**src/rtl/dpalu_pkg.sv**
```systemverilog
package dpalu_pkg;
  typedef enum logic [3:0] {
    OP_AND    = 4'h0, OP_XOR    = 4'h1, OP_SUB    = 4'h2, OP_RSUB   = 4'h3,
    OP_ADD    = 4'h4, OP_ADDC   = 4'h5, OP_SUBC   = 4'h6, OP_RSUBC  = 4'h7,
    OP_TSTAND = 4'h8, OP_TSTXOR = 4'h9, OP_CMPSUB = 4'hA, OP_CMPADD = 4'hB,
    OP_OR     = 4'hC, OP_MOVE   = 4'hD, OP_CLR    = 4'hE, OP_MOVN   = 4'hF
  } alu_op_e;

  typedef struct packed {
    logic n;
    logic z;
    logic c;
    logic v;
  } alu_flags_t;

  function automatic logic op_is_probe(alu_op_e op);
    return op[3:2] == 2'b10;
  endfunction

  function automatic logic op_is_arith(alu_op_e op);
    case (op)
      OP_SUB, OP_RSUB, OP_ADD, OP_ADDC, OP_SUBC, OP_RSUBC,
      OP_CMPSUB, OP_CMPADD: return 1'b1;
      default:              return 1'b0;
    endcase
  endfunction
endpackage

```
**src/rtl/dpalu_addsub.sv**
```systemverilog
module dpalu_addsub
  import dpalu_pkg::*;
#(
  parameter int W = 32
) (
  input  alu_op_e        op,
  input  logic [W-1:0]   a,
  input  logic [W-1:0]   b,
  input  logic           cin,
  output logic [W-1:0]   sum,
  output logic           cout,
  output logic           ovf
);
  localparam int WE = W + 1;

  logic [W-1:0]  x, y;
  logic          c0;
  logic [WE-1:0] full;

  always_comb begin
    x  = a;
    y  = b;
    c0 = 1'b0;
    case (op)
      OP_SUB, OP_CMPSUB: begin y = ~b; c0 = 1'b1; end
      OP_RSUB:           begin x = b; y = ~a; c0 = 1'b1; end
      OP_ADDC:           begin c0 = cin; end
      OP_SUBC:           begin y = ~b; c0 = cin; end
      OP_RSUBC:          begin x = b; y = ~a; c0 = cin; end
      default:           begin x = a; y = b; c0 = 1'b0; end
    endcase
  end

  assign full = {1'b0, x} + {1'b0, y} + {{W{1'b0}}, c0};
  assign sum  = full[W-1:0];
  assign cout = full[WE-1];
  assign ovf  = (x[W-1] == y[W-1]) && (sum[W-1] != x[W-1]);
endmodule

```
**src/rtl/dpalu_logic.sv**
```systemverilog
module dpalu_logic
  import dpalu_pkg::*;
#(
  parameter int W = 32
) (
  input  alu_op_e       op,
  input  logic [W-1:0]  a,
  input  logic [W-1:0]  b,
  output logic [W-1:0]  res
);
  always_comb begin
    case (op)
      OP_AND, OP_TSTAND: res = a & b;
      OP_XOR, OP_TSTXOR: res = a ^ b;
      OP_OR:             res = a | b;
      OP_MOVE:           res = b;
      OP_CLR:            res = a & ~b;
      OP_MOVN:           res = ~b;
      default:           res = '0;
    endcase
  end
endmodule

```
**src/rtl/dpalu_flags.sv**
```systemverilog
module dpalu_flags
  import dpalu_pkg::*;
#(
  parameter int W = 32
) (
  input  logic          clk,
  input  logic          rst_n,
  input  logic          issue,
  input  alu_op_e       op,
  input  logic          set_flags,
  input  logic [W-1:0]  value,
  input  logic          cout,
  input  logic          ovf,
  output alu_flags_t    nxt,
  output alu_flags_t    q
);
  logic probe, arith, upd;

  assign probe = op_is_probe(op);
  assign arith = op_is_arith(op);
  assign upd   = issue && (probe || set_flags);

  always_comb begin
    nxt = q;
    if (upd) begin
      nxt.n = value[W-1];
      nxt.z = (value == '0);
      nxt.c = arith ? cout : q.c;
      nxt.v = arith ? ovf  : q.v;
    end
  end

  always_ff @(posedge clk or negedge rst_n) begin
    if (!rst_n) q <= '0;
    else        q <= nxt;
  end

  AST_IDLE_HOLDS: assert property (@(posedge clk) disable iff (!rst_n)
    !issue |=> $stable(q));
  AST_PROBE_SETS_Z: assert property (@(posedge clk) disable iff (!rst_n)
    issue && probe |=> q.z == ($past(value) == '0));
  AST_NOREQ_HOLDS: assert property (@(posedge clk) disable iff (!rst_n)
    issue && !probe && !set_flags |=> q == $past(q));
  AST_LOGIC_KEEPS_CV: assert property (@(posedge clk) disable iff (!rst_n)
    issue && !arith |=> (q.c == $past(q.c)) && (q.v == $past(q.v)));
endmodule

```
**src/rtl/dp_alu.sv**
```systemverilog
module dp_alu
  import dpalu_pkg::*;
#(
  parameter int W = 32
) (
  input  logic          clk,
  input  logic          rst_n,
  input  logic          issue,
  input  logic [3:0]    opcode,
  input  logic [W-1:0]  opnd_a,
  input  logic [W-1:0]  opnd_b,
  input  logic          carry_in,
  input  logic          set_flags,
  output logic [W-1:0]  result,
  output logic          wr_en,
  output logic [3:0]    flags_nxt,
  output logic [3:0]    flags_q
);
  alu_op_e      op;
  logic [W-1:0] sum, lres, value;
  logic         cout, ovf;
  alu_flags_t   nxt_s, q_s;

  assign op = alu_op_e'(opcode);

  dpalu_addsub #(.W(W)) u_addsub (
    .op(op), .a(opnd_a), .b(opnd_b), .cin(carry_in),
    .sum(sum), .cout(cout), .ovf(ovf)
  );

  dpalu_logic #(.W(W)) u_logic (
    .op(op), .a(opnd_a), .b(opnd_b), .res(lres)
  );

  assign value = op_is_arith(op) ? sum : lres;

  dpalu_flags #(.W(W)) u_flags (
    .clk(clk), .rst_n(rst_n), .issue(issue), .op(op),
    .set_flags(set_flags), .value(value), .cout(cout), .ovf(ovf),
    .nxt(nxt_s), .q(q_s)
  );

  assign result    = value;
  assign wr_en     = issue && !op_is_probe(op);
  assign flags_nxt = nxt_s;
  assign flags_q   = q_s;

  AST_PROBE_NO_WRITE: assert property (@(posedge clk) disable iff (!rst_n)
    issue && (opcode[3:2] == 2'b10) |=> !$past(wr_en));
endmodule

```
**config.mk**
```make
export PLATFORM = sky130hd
export DESIGN_NAME = dp_alu
export DESIGN_NICKNAME = d
export VERILOG_FILES = /design/src/rtl/dpalu_pkg.sv /design/src/rtl/dpalu_addsub.sv /design/src/rtl/dpalu_logic.sv /design/src/rtl/dpalu_flags.sv /design/src/rtl/dp_alu.sv
export SDC_FILE = /design/constraint.sdc
export NUM_CORES = 1
export LEC_CHECK = 0
export CORE_ASPECT_RATIO = 1.25
export CORE_MARGIN = 10
export CORE_UTILIZATION = 60
export CTS_CLUSTER_DIAMETER = 60
export DETAILED_ROUTE_END_ITERATION = 10
export PLACE_DENSITY = 0.89
export SYNTH_ARGS = -nofsm -noshare
export SYNTH_HDL_FRONTEND = slang
export SYNTH_HIERARCHICAL = 1
export SYNTH_SLANG_ARGS = --single-unit
```
**constraint.sdc**
```tcl
create_clock -name clk -period 14.4 [get_ports clk]
set_input_delay 1.44 -clock clk [delete_from_list [all_inputs] [get_ports clk]]
set_output_delay 1.44 -clock clk [all_outputs]
set_load 0.02 [all_outputs]
```
# Yosys cells after proc, flatten, opt, wreduce, memory -nomap -nowiden
# Memory sizes are Yosys's and may differ from the RTL's.
# Cells that the tools add are included.
word_totals:
  register_bits: 4
  mem_bits_ro: 32
  in_bits: 73
  out_inout_bits: 41
  wordCells: 51
  n_memories: 2
mem_list:
  columns: ["name", "depth", "word_bits", "rd", "rd_ports_with_merged_regs", "write_ports", "line_no", "text"]
  rows:
  - ["(no name shown)", 16, 1, 1, 0, 0, "dpalu_pkg.sv:21", "case (op)"]
  - ["(no name shown)", 16, 1, 1, 0, 0, "dpalu_pkg.sv:21", null]
op_classes:
  n_addsub: 2
  eq_ne: 16
  mux: 8
  n_bitwise: 6
  n_reduce_logical: 13
ops:
  columns: ["op", "count"]
  rows:
  - ["32-bit one-hot mux with 6 select lines", 1]
  - ["32-bit bitwise AND", 2]
  - ["32-bit two-way mux", 2]
  - ["32-bit NOT", 2]
  - ["32-bit one-hot mux with 2 select lines", 1]
  - ["32-bit by 32-bit adder with 33-bit output", 1]
  - ["33-bit by 1-bit adder with 33-bit output", 1]
  - ["32-bit zero test", 1]
  - ["32-bit OR", 1]
  - ["32-bit bitwise XOR", 1]
  - ["4-bit equality test (second input constant)", 7]
  - ["4-bit by 3-bit equality test with 1-bit output (second input constant)", 3]
  - ["3-bit OR reduction", 3]
  - ["4-bit by 2-bit equality test with 1-bit output (second input constant)", 2]
  - ["2-bit OR reduction", 3]
  - ["4-bit by 1-bit equality test with 1-bit output (second input constant)", 1]
  - ["4-bit zero test", 1]
  - ["4-bit two-way mux", 1]
  - ["1-bit logical AND", 3]
  - ["2-bit equality test (second input constant)", 1]
  - ["1-bit two-way mux", 2]
  - ["1-bit one-hot mux with 2 select lines", 1]
  - ["1-bit equality test", 1]
  - ["1-bit zero test", 1]
  - ["2 further kinds", 2]

# Longest topological paths before layout
# Gate-level depths: netlist (run 1).
depth:
  word_depth: 9
  ltp_mapped: 19
  mapped_depth_nobuf: 18

# By module
# Netlist (run 1), hierarchy kept.
by_module_without_submodules:
  columns: ["mod", "instances", "cells_per_inst", "area_each_um2", "seq_area_each_um2"]
  rows:
  - ["dpalu_addsub", 1, 431, 2904.0, 0.0]
  - ["dpalu_logic", 1, 294, 2519.9, 0.0]
  - ["dp_alu", 1, 39, 425.4, 0.0]
  - ["dpalu_flags", 1, 23, 246.5, 100.1]

# Worst setup path after synthesis (run 1)
# OpenSTA, ideal clock, no wires.
synth_timing:
  kind: "input -> output"
  from: "input opcode[3]"
  to: "output flags_nxt[2]"
  t_arrival_ns: 5.733
  required_ns: 12.960
  slack_ns: 7.227
  path_stages: 18
  path_buffers: 1
  path_cell_list: "a211oi_1 > o21bai_1 > buf_2 > a21oi_1 > nor2_1 > fa_1 > inv_1 > fa_1 > a21o_2 > a221oi_2 > o21ai_2 > a211oi_2 > o41ai_2 > xor2_1 > mux2_2 > nor4_1 > nand4_1 > o31ai_1"
synth_between:
  elab_chain_len: 8
  word_cells_on_any_way: 33
  classes_between: "add/sub: 2; eq/ne: 14; mux: 6; reduce/logical: 10; memory: 1"
synth_lines:
  columns: ["item", "line_no", "text"]
  rows:
  - ["start: declaration", "dp_alu.sv:9", "input logic [3:0] opcode,"]
  - ["4-bit by 2-bit equality test with 1-bit output (tied with other cells)", "dpalu_addsub.sv:24", "case (op)"]
  - ["3-bit OR reduction (no source line) or 2-bit OR reduction (tied branches)", null, null]
  - ["32-bit one-hot mux with 2 select lines or 32-bit two-way mux (tied branches)", "dpalu_addsub.sv:24", null]
  - ["32-bit by 32-bit adder with 33-bit output", "dpalu_addsub.sv:34", "assign full = {1'b0, x} + {1'b0, y} + {{W{1'b0}}, c0};"]
  - ["33-bit by 1-bit adder with 33-bit output (*)", "dpalu_addsub.sv:34", null]
  - ["via sum[26]", "dp_alu.sv:20", "logic [W-1:0] sum, lres, value;"]
  - ["32-bit two-way mux (*)", "dp_alu.sv:35", "assign value = op_is_arith(op) ? sum : lres;"]
  - ["via result[26]", "dp_alu.sv:14", "output logic [W-1:0] result,"]
  - ["32-bit zero test (*)", "dpalu_flags.sv:27", "nxt.z = (value == '0);"]
  - ["4-bit two-way mux (*)", "dpalu_flags.sv:25", "if (upd) begin"]
  - ["end: declaration", "dp_alu.sv:16", "output logic [3:0] flags_nxt,"]
# Mark *: on every way through the listed nets, which the timed path passes. The rest lies on a longest branch.

# Final worst setup path (run 1)
layout_timing:
  from: "input opcode[1]"
  to: "output flags_nxt[2]"
layout_between:
  elab_chain_len: 8
  word_cells_on_any_way: 30
  classes_between: "add/sub: 2; eq/ne: 13; mux: 6; reduce/logical: 8; memory: 1"
layout_lines:
  columns: ["item", "line_no"]
  rows:
  - ["4-bit by 2-bit equality test with 1-bit output (tied with other cells)", "dpalu_addsub.sv:24"]
  - ["3-bit OR reduction (no source line) or 2-bit OR reduction (tied branches)", null]
  - ["32-bit one-hot mux with 2 select lines or 32-bit two-way mux (tied branches)", "dpalu_addsub.sv:24"]
  - ["32-bit by 32-bit adder with 33-bit output", "dpalu_addsub.sv:34"]
  - ["33-bit by 1-bit adder with 33-bit output (*)", "dpalu_addsub.sv:34"]
  - ["via sum[22]", "dp_alu.sv:20"]
  - ["32-bit two-way mux (*)", "dp_alu.sv:35"]
  - ["32-bit zero test (*)", "dpalu_flags.sv:27"]
  - ["4-bit two-way mux (*)", "dpalu_flags.sv:25"]
# Marked as above.

==> results of run 1 <==
==> cell usage in the layout, fill, tap and decap left out, drive strengths merged, types with 31 or more instances in the layout <==
cell,n
clkdlybuf4s50,113
o21ai,86
inv,75
mux2,66
ha,63
nand2,63
mux2i,35
nand2b,33
a21oi,32
o22a,31
a22oi,31
o221ai,31
==> cell type report <==
class	instances	area share [%]
repair buffers	125	16.9
inverters	75	3.93
clock buffers	3	1.04
flip-flops and latches	4	1.38
well taps	129	2.23
multi-input cells	650	74.5
==> worst max-delay path: cells and delay by family <==
kind                     cells  cell delay (ns)
buffers and inverters        6             2.37
AO/OA/AOI/OAI                9             2.26
AND/OR/NAND/NOR              3             0.65
adder cells (fa/ha/maj)      2             0.63
multiplexers                 1             0.28
XOR/XNOR                     1             0.15
==> worst paths after layout <==
path,from,to
setup / recovery,opcode[1],flags_nxt[2]
hold / removal,u_flags/q[3]$_DFF_PN0_,u_flags/q[3]$_DFF_PN0_
setup reg to reg,u_flags/q[0]$_DFF_PN0_,u_flags/q[0]$_DFF_PN0_
hold reg to reg,u_flags/q[3]$_DFF_PN0_,u_flags/q[3]$_DFF_PN0_
max in group asynchronous,rst_n,u_flags/q[0]$_DFF_PN0_
min in group asynchronous,rst_n,u_flags/q[2]$_DFF_PN0_
==> power groups by stage <==
stage | registers (mW) | logic, mW | clock network, mW
floorplan | 0.0196 | 0.286 | 0
global placement | 0.0157 | 0.433 | 0
detailed placement | 0.0160 | 0.442 | 0
CTS | 0.0159 | 0.445 | 0.0439
global route | 0.0161 | 0.481 | 0.0447
finish | 0.0159 | 0.451 | 0.0433
==> logic make-up (layout without fill, tap and decap cells) <==
family	after synthesis	after routing	share of synthesized area (%)
xor+xnor	27	27	3.88
simple gates	184	184	15.6
flops	4	4	1.64
compound gates	273	273	36.9
mux	101	101	18.2
fa+ha+maj	65	65	13.6
buf+inv	133	203	10.2
==> Yosys cell counts (3+ instances only) <==
| master | n |
|---|---|
| sky130_fd_sc_hd__nor3_1 | 9 |
| sky130_fd_sc_hd__a22oi_2 | 30 |
| sky130_fd_sc_hd__buf_1 | 3 |
| sky130_fd_sc_hd__inv_1 | 74 |
| sky130_fd_sc_hd__nor2b_1 | 4 |
| sky130_fd_sc_hd__nand2_1 | 62 |
| sky130_fd_sc_hd__or3_1 | 5 |
| sky130_fd_sc_hd__nor2_1 | 25 |
| sky130_fd_sc_hd__and3_1 | 4 |
| sky130_fd_sc_hd__mux2_2 | 61 |
| sky130_fd_sc_hd__mux2_4 | 4 |
| sky130_fd_sc_hd__a211oi_1 | 5 |
| sky130_fd_sc_hd__ha_1 | 63 |
| sky130_fd_sc_hd__nor4_1 | 10 |
| sky130_fd_sc_hd__buf_2 | 20 |
| sky130_fd_sc_hd__o21ai_2 | 3 |
| sky130_fd_sc_hd__a31oi_1 | 7 |
| sky130_fd_sc_hd__a21oi_1 | 32 |
| sky130_fd_sc_hd__nand2b_1 | 33 |
| sky130_fd_sc_hd__o211ai_1 | 5 |
| sky130_fd_sc_hd__nand4_1 | 10 |
| sky130_fd_sc_hd__o21ai_1 | 20 |
| sky130_fd_sc_hd__xnor2_1 | 14 |
| sky130_fd_sc_hd__a21o_1 | 12 |
| sky130_fd_sc_hd__o221ai_2 | 30 |
| sky130_fd_sc_hd__dfrtp_1 | 4 |
| sky130_fd_sc_hd__o22a_1 | 31 |
| sky130_fd_sc_hd__xor2_1 | 13 |
| sky130_fd_sc_hd__o21ai_0 | 63 |
| sky130_fd_sc_hd__buf_6 | 13 |
| sky130_fd_sc_hd__nand3_1 | 5 |
| sky130_fd_sc_hd__o21bai_1 | 3 |
| sky130_fd_sc_hd__mux2i_1 | 35 |
| sky130_fd_sc_hd__and4_1 | 3 |
| sky130_fd_sc_hd__clkbuf_1 | 22 |
| sky130_fd_sc_hd__o21a_1 | 4 |
==> per-layer routing <==
layer  up-vias  global-route usage [%]
li1       3097                       -
met1      3248                    32.6
met2       329                    48.8
met3        68                    3.55
met4         0                    10.9
met5         -                       0
==> impl_metrics.xml, run 1 <==
<?xml version="1.0" encoding="UTF-8"?>
<metrics>
  <group name="power_and_ir_drop">
    <metric name="ir_drop" unit="uV">46.3</metric>
    <metric name="switching_pwr" unit="uW">260</metric>
    <metric name="combPwrFrac" unit="%">88.4</metric>
    <metric name="design_power_total" unit="uW">510</metric>
    <metric name="p_leak" unit="nW">2.99</metric>
    <metric name="power.share.sequential" unit="%">3.1</metric>
    <metric name="internal_power" unit="uW">250</metric>
    <metric name="switching_share" unit="%">51.0</metric>
    <metric name="power.density_cell_area" unit="mW/mm^2">70.5</metric>
    <metric name="p_clk_share" unit="%">8.5</metric>
  </group>
  <group name="layout">
    <metric name="area.sequential" unit="um^2">100</metric>
    <metric name="fill_cells" unit="">775</metric>
    <metric name="multiInputGateArea" unit="mm^2">0.00539</metric>
    <metric name="diodes" unit="">0</metric>
    <metric name="max_flop_register" unit="">u_flags/q</metric>
    <metric name="largest_registers" unit="">u_flags/q: 4 flops</metric>
    <metric name="stdcell_area" unit="mm^2">0.00723</metric>
    <metric name="layout.core_utilization" unit="%">72.3</metric>
    <metric name="finalNetCount" unit="">997</metric>
    <metric name="syn2layout_area_growth" unit="%">18.6</metric>
    <metric name="drive_gt1_share" unit="%">19.4</metric>
    <metric name="finish.cell_count_without_fillers" unit="">986</metric>
    <metric name="max_reg_flops" unit="">4</metric>
  </group>
  <group name="min_path">
    <metric name="hold-path-cell-count" unit="">1</metric>
    <metric name="worst_hold_path_type" unit="">reg2reg</metric>
  </group>
  <group name="sta">
    <metric name="unrepaired_setup_endpoints_after_global_routing" unit="">no</metric>
    <metric name="setup-tns-final" unit="ns">0</metric>
    <metric name="report.final.slew_viol_count" unit="">0</metric>
    <metric name="layout_setup_ws" unit="ns">5.15</metric>
    <metric name="setup_viol" unit="">0</metric>
    <metric name="worst_hold_slack" unit="ns">0.523</metric>
    <metric name="period_share" unit="%">64.2</metric>
    <metric name="worst-slew-pin-transition" unit="ns">1.21</metric>
    <metric name="fin_worst_skew" unit="ns">0</metric>
    <metric name="worst_slew_margin_relative_to_its_limit" unit="%">19.3</metric>
    <metric name="timing.fmax" unit="MHz">108</metric>
    <metric name="finalCriticalPeriod" unit="ns">9.25</metric>
    <metric name="endpoints_failing_hold" unit="">0</metric>
  </group>
  <group name="global_routing">
    <metric name="grt_pass1_wl" unit="um">34000</metric>
    <metric name="first_global_vias" unit="">6733</metric>
    <metric name="grt_use_total" unit="%">27.8</metric>
    <metric name="grt.overflow.total" unit="">0</metric>
    <metric name="antenna_found_initial" unit="">0</metric>
    <metric name="largest_net_degree_at_the_start_of_global_routing" unit="">45</metric>
  </group>
  <group name="floorplan">
    <metric name="start_util" unit="%">60.9</metric>
    <metric name="core_region_area" unit="mm^2">0.0100</metric>
    <metric name="std_cell_rows" unit="">41</metric>
    <metric name="die_height" unit="um">133</metric>
    <metric name="io-pin-count" unit="">114</metric>
    <metric name="floorplan.die_area" unit="mm^2">0.0146</metric>
    <metric name="floorplan.die.width" unit="um">110</metric>
  </group>
  <group name="run">
    <metric name="max_cap_violations" unit="">0</metric>
  </group>
  <group name="logic_synthesis">
    <metric name="netlist_instances" unit="">787</metric>
    <metric name="synth_fp_nets" unit="">925</metric>
    <metric name="synth_top_area_share" unit="%">12.9</metric>
    <metric name="syn_area_per_cell" unit="um^2">7.75</metric>
    <metric name="synthTopCellsByArea" unit="">sky130_fd_sc_hd__ha_1, sky130_fd_sc_hd__mux2_2, sky130_fd_sc_hd__o221ai_2, sky130_fd_sc_hd__a22oi_2, sky130_fd_sc_hd__mux2i_1</metric>
    <metric name="synthDominantAreaCellType" unit="">sky130_fd_sc_hd__ha_1</metric>
    <metric name="synth-main-ff-cell" unit="">sky130_fd_sc_hd__dfrtp_1</metric>
    <metric name="synth_enable_flop_cells" unit="">0</metric>
    <metric name="synth_seq_area_share" unit="%">1.64</metric>
    <metric name="ffs_w_async_s_r_synth" unit="%">100</metric>
    <metric name="yosys_warnings" unit="">6</metric>
    <metric name="syn_area" unit="mm^2">0.00610</metric>
    <metric name="postSynthRegisterBits" unit="">4</metric>
    <metric name="unique_masters_post_synth" unit="">76</metric>
  </group>
  <group name="route">
    <metric name="avgRoutedWirePerCell" unit="um">21.8</metric>
    <metric name="wl_met3" unit="um">1550</metric>
    <metric name="drcViolationCount" unit="">0</metric>
    <metric name="topRoutingLayerUsed" unit="">met4</metric>
    <metric name="met2WireLength" unit="um">10700</metric>
    <metric name="drt_pre_antenna_iters" unit="">5</metric>
    <metric name="ant_nets" unit="">0</metric>
    <metric name="postRouteWirelength" unit="um">21500</metric>
    <metric name="drt_first_iter_violations" unit="">589</metric>
    <metric name="detail_route.vias_per_cell" unit="">6.84</metric>
    <metric name="wl_met1" unit="um">8530</metric>
    <metric name="vias" unit="">6742</metric>
  </group>
  <group name="setup_path">
    <metric name="timing.critical_path.cells" unit="">clkdlybuf4s50_1 -&gt; inv_1 -&gt; a211oi_2 -&gt; buf_4 -&gt; o21bai_2 -&gt; buf_4 -&gt; a21oi_1 -&gt; nor2_1 -&gt; fa_1 -&gt; inv_1 -&gt; fa_1 -&gt; a21o_2 -&gt; a221oi_2 -&gt; o21ai_2 -&gt; a211oi_2 -&gt; o21ai_1 -&gt; xor2_1 -&gt; mux2_2 -&gt; nor4_1 -&gt; nand4_1 -&gt; o31ai_1 -&gt; clkdlybuf4s50_1</metric>
    <metric name="timing.critical_path.from_type" unit="">input port</metric>
    <metric name="max_stage_delay" unit="ns">0.73</metric>
    <metric name="startpoint_to_endpoint_class_of_the_critical_path" unit="">in2out</metric>
    <metric name="r2r_setup_slack" unit="ns">13.64</metric>
    <metric name="worst-endpoint-arrival" unit="ns">7.81</metric>
    <metric name="reg2reg_depth" unit="">1</metric>
    <metric name="worst_setup_path_end_kind" unit="">primary output</metric>
    <metric name="critical_path_peak_fanout" unit="">33</metric>
    <metric name="critical_path_required" unit="ns">12.96</metric>
    <metric name="worst_path_max_delay_cell" unit="">sky130_fd_sc_hd__clkdlybuf4s50_1</metric>
  </group>
  <group name="cts">
    <metric name="cts.path.max_buffers" unit="">2</metric>
    <metric name="clk_root_buffer_cell" unit="">sky130_fd_sc_hd__clkbuf_16</metric>
    <metric name="cts_hold_buf" unit="">0</metric>
    <metric name="tritoncts_num_sinks" unit="">4</metric>
    <metric name="cts-buffers-inserted" unit="">3</metric>
    <metric name="post_cts_setup_buffer_count" unit="">0</metric>
    <metric name="clk_pin_slew" unit="ns">0.03</metric>
    <metric name="cts_htree_levels" unit="">1</metric>
    <metric name="worstSkewPairLatency" unit="ns">0.22</metric>
    <metric name="cts_repair_resize_count" unit="">0</metric>
    <metric name="cts_tree" unit="">done</metric>
  </group>
  <group name="placement">
    <metric name="place.detailed.instances" unit="">983</metric>
    <metric name="post-place-ws" unit="ns">5.29</metric>
    <metric name="detailed_place_hpwl" unit="um">16100</metric>
    <metric name="routabilityCongestion" unit="">0.970</metric>
    <metric name="buffer_ports.inserted" unit="">113</metric>
    <metric name="placement.cell_area" unit="mm^2">0.00716</metric>
  </group>
  <group name="outcome">
    <metric name="status" unit="">finished clean</metric>
  </group>
</metrics>
No activity file was read; power rests on OpenSTA's default activity.
==> run 2: changes to the inputs <==
- CORE_UTILIZATION: 60 -> 56
- PLACE_DENSITY: 0.89 -> 0.84
- clock period: 14.4 -> 8.9 ns (I/O delays scaled with it)
==> run 2 against run 1 <==
Effect of this change:
- count of clock-buffer cells in the layout did not move
- non-clock buffer count unchanged
- sequential share of layout area hardly changed
- power up 62%
- worst hold slack worse by 0.0081 ns
- flip-flop and latch count did not move
- wire length barely moved
- worst setup slack got worse by 4.5 ns
- via count is 1.6% lower
- clock skew did not move
- critical endpoint unchanged
- largest cell class unchanged
==> impl_metrics.xml, run 2 (synthesis results as in run 1) <==
<?xml version="1.0" encoding="UTF-8"?>
<metrics>
  <group name="setup_path">
    <metric name="timing.rr.start" unit="">u_flags/q[3]$_DFF_PN0_</metric>
    <metric name="worst_path_max_delay_cell" unit="">sky130_fd_sc_hd__clkdlybuf4s50_1</metric>
    <metric name="cell_family_with_most_cp_delay" unit="">simple AND/OR/NAND/NOR gates</metric>
    <metric name="critical_path_required" unit="ns">8.01</metric>
    <metric name="timing.critical_path.from_type" unit="">input port</metric>
    <metric name="startpoint_to_endpoint_class_of_the_critical_path" unit="">in2out</metric>
    <metric name="max_stage_delay" unit="ns">0.83</metric>
    <metric name="critical_path.n_buffers_inverters" unit="">3</metric>
    <metric name="timing.critical_path.from" unit="">opcode[0]</metric>
    <metric name="worst_setup_path_end_kind" unit="">primary output</metric>
    <metric name="timing.critical_path.cells" unit="">clkdlybuf4s50_1 -&gt; nand2_1 -&gt; or2_2 -&gt; buf_4 -&gt; mux2_2 -&gt; ha_1 -&gt; nand4_1 -&gt; nor4_1 -&gt; o21ai_0 -&gt; o211a_1 -&gt; o21ai_1 -&gt; xor2_1 -&gt; mux2_2 -&gt; nor4_1 -&gt; nand4_1 -&gt; o31ai_1 -&gt; clkdlybuf4s50_1</metric>
    <metric name="critical_path_peak_fanout" unit="">33</metric>
    <metric name="worst-endpoint-arrival" unit="ns">7.35</metric>
  </group>
  <group name="sta">
    <metric name="setup_viol" unit="">0</metric>
    <metric name="worst_hold_slack" unit="ns">0.515</metric>
    <metric name="timing.fmax" unit="MHz">121</metric>
    <metric name="worst-slew-pin-transition" unit="ns">1.07</metric>
    <metric name="report.final.slew_viol_count" unit="">0</metric>
    <metric name="unrepaired_setup_endpoints_after_global_routing" unit="">no</metric>
    <metric name="period_share" unit="%">92.5</metric>
    <metric name="worst_slew_margin_relative_to_its_limit" unit="%">28.5</metric>
    <metric name="fin_worst_skew" unit="ns">0</metric>
    <metric name="endpoints_failing_hold" unit="">0</metric>
    <metric name="setup-tns-final" unit="ns">0</metric>
    <metric name="finalCriticalPeriod" unit="ns">8.24</metric>
  </group>
  <group name="layout">
    <metric name="max_flop_register" unit="">u_flags/q</metric>
    <metric name="layout.core_utilization" unit="%">68.2</metric>
    <metric name="drive_gt1_share" unit="%">19.5</metric>
    <metric name="area.sequential" unit="um^2">100</metric>
    <metric name="mostFrequentLayoutCell" unit="">sky130_fd_sc_hd__clkdlybuf4s50_1</metric>
    <metric name="diodes" unit="">0</metric>
    <metric name="multiInputGateArea" unit="mm^2">0.00540</metric>
    <metric name="largest_registers" unit="">u_flags/q: 4 flops</metric>
    <metric name="fill_cells" unit="">894</metric>
    <metric name="syn2layout_area_growth" unit="%">18.8</metric>
    <metric name="max_reg_flops" unit="">4</metric>
    <metric name="layout.cells.most_common_list" unit="">sky130_fd_sc_hd__clkdlybuf4s50_1, sky130_fd_sc_hd__inv_1, sky130_fd_sc_hd__o21ai_0, sky130_fd_sc_hd__ha_1</metric>
    <metric name="finalNetCount" unit="">997</metric>
    <metric name="stdcell_area" unit="mm^2">0.00724</metric>
  </group>
  <group name="power_and_ir_drop">
    <metric name="power.density_cell_area" unit="mW/mm^2">114</metric>
    <metric name="design_power_total" unit="uW">824</metric>
    <metric name="p_leak" unit="nW">2.99</metric>
    <metric name="ir_drop" unit="uV">90.9</metric>
  </group>
  <group name="floorplan">
    <metric name="std_cell_rows" unit="">42</metric>
    <metric name="floorplan.die.width" unit="um">113</metric>
    <metric name="floorplan.die_area" unit="mm^2">0.0155</metric>
    <metric name="core_region_area" unit="mm^2">0.0106</metric>
    <metric name="die_height" unit="um">137</metric>
    <metric name="io-pin-count" unit="">114</metric>
    <metric name="start_util" unit="%">57.4</metric>
  </group>
  <group name="min_path">
    <metric name="worst_hold_path_type" unit="">reg2reg</metric>
    <metric name="min_from" unit="">u_flags/q[0]$_DFF_PN0_</metric>
  </group>
  <group name="cts">
    <metric name="tritoncts_num_sinks" unit="">4</metric>
    <metric name="cts_htree_levels" unit="">1</metric>
    <metric name="clk_root_buffer_cell" unit="">sky130_fd_sc_hd__clkbuf_16</metric>
    <metric name="cts-buffers-inserted" unit="">3</metric>
    <metric name="worstSkewPairLatency" unit="ns">0.22</metric>
    <metric name="post_cts_setup_buffer_count" unit="">0</metric>
    <metric name="clk_pin_slew" unit="ns">0.03</metric>
    <metric name="cts_hold_buf" unit="">0</metric>
    <metric name="cts.path.max_buffers" unit="">2</metric>
    <metric name="cts_repair_resize_count" unit="">0</metric>
    <metric name="cts_tree" unit="">done</metric>
  </group>
  <group name="outcome">
    <metric name="status" unit="">finished clean</metric>
  </group>
  <group name="route">
    <metric name="vias" unit="">6635</metric>
    <metric name="postRouteWirelength" unit="um">21500</metric>
    <metric name="drt_pre_antenna_iters" unit="">5</metric>
    <metric name="ant_nets" unit="">0</metric>
    <metric name="avgRoutedWirePerCell" unit="um">21.8</metric>
    <metric name="detail_route.vias_per_cell" unit="">6.71</metric>
    <metric name="drt_first_iter_violations" unit="">537</metric>
    <metric name="drcViolationCount" unit="">0</metric>
  </group>
  <group name="global_routing">
    <metric name="antenna_found_initial" unit="">0</metric>
    <metric name="first_global_vias" unit="">6469</metric>
    <metric name="grt.overflow.total" unit="">0</metric>
    <metric name="grt_pass1_wl" unit="um">34000</metric>
    <metric name="grt_use_total" unit="%">26.1</metric>
    <metric name="largest_net_degree_at_the_start_of_global_routing" unit="">34</metric>
  </group>
  <group name="placement">
    <metric name="detailed_place_hpwl" unit="um">16500</metric>
    <metric name="buffer_ports.inserted" unit="">113</metric>
    <metric name="routabilityCongestion" unit="">0.958</metric>
    <metric name="placement.cell_area" unit="mm^2">0.00717</metric>
  </group>
  <group name="run">
    <metric name="max_cap_violations" unit="">0</metric>
  </group>
</metrics>
## run 2: layer usage
| metal | wire, um | share of wire, % | global-route usage [%] | vias to the layer above |
|---|---|---|---|---|
| li1 | - | - | - | 3089 |
| met1 | 8860 | 41 | 30.8 | 3172 |
| met2 | 10600 | 49 | 46.4 | 300 |
| met3 | 1170 | 5.5 | 2.80 | 74 |
| met4 | 886 | 4.1 | 11.7 | 0 |
| met5 | 0 | 0 | 0 | - |
## run 2: area by class of cell
type,instances,area share (%)
well taps,132,2.28
inverters,75,3.92
multi-input cells,650,74.5
flip-flops and latches,4,1.38
repair buffers,125,16.9
clock buffers,3,1.04
## run 2: worst paths after layout
check,depth (start not counted),slack [ns],endpoint
min in group asynchronous,1,0.87,u_flags/q[2]$_DFF_PN0_
min reg2reg,1,0.52,u_flags/q[0]$_DFF_PN0_
max,17,0.66,flags_nxt[2]
max in group asynchronous,1,7.86,u_flags/q[3]$_DFF_PN0_
min,1,0.52,u_flags/q[0]$_DFF_PN0_
max reg2reg,1,8.09,u_flags/q[3]$_DFF_PN0_
## run 2: through the flow
step | instances | setup slack, ns
3_3_place_gp | 986 | 0.912
4_1_cts | 989 | 0.822
5_1_grt | 989 | 0.300
6_report | 989 | 0.665
3_5_place_dp | 986 | 0.841
2_1_floorplan | 787 | 2.83
## run 2: power breakdown
part           switching, mW  internal (mW)
sequential           0.00344         0.0231
combinational          0.404          0.323
clock                 0.0123         0.0574
total                  0.420          0.404
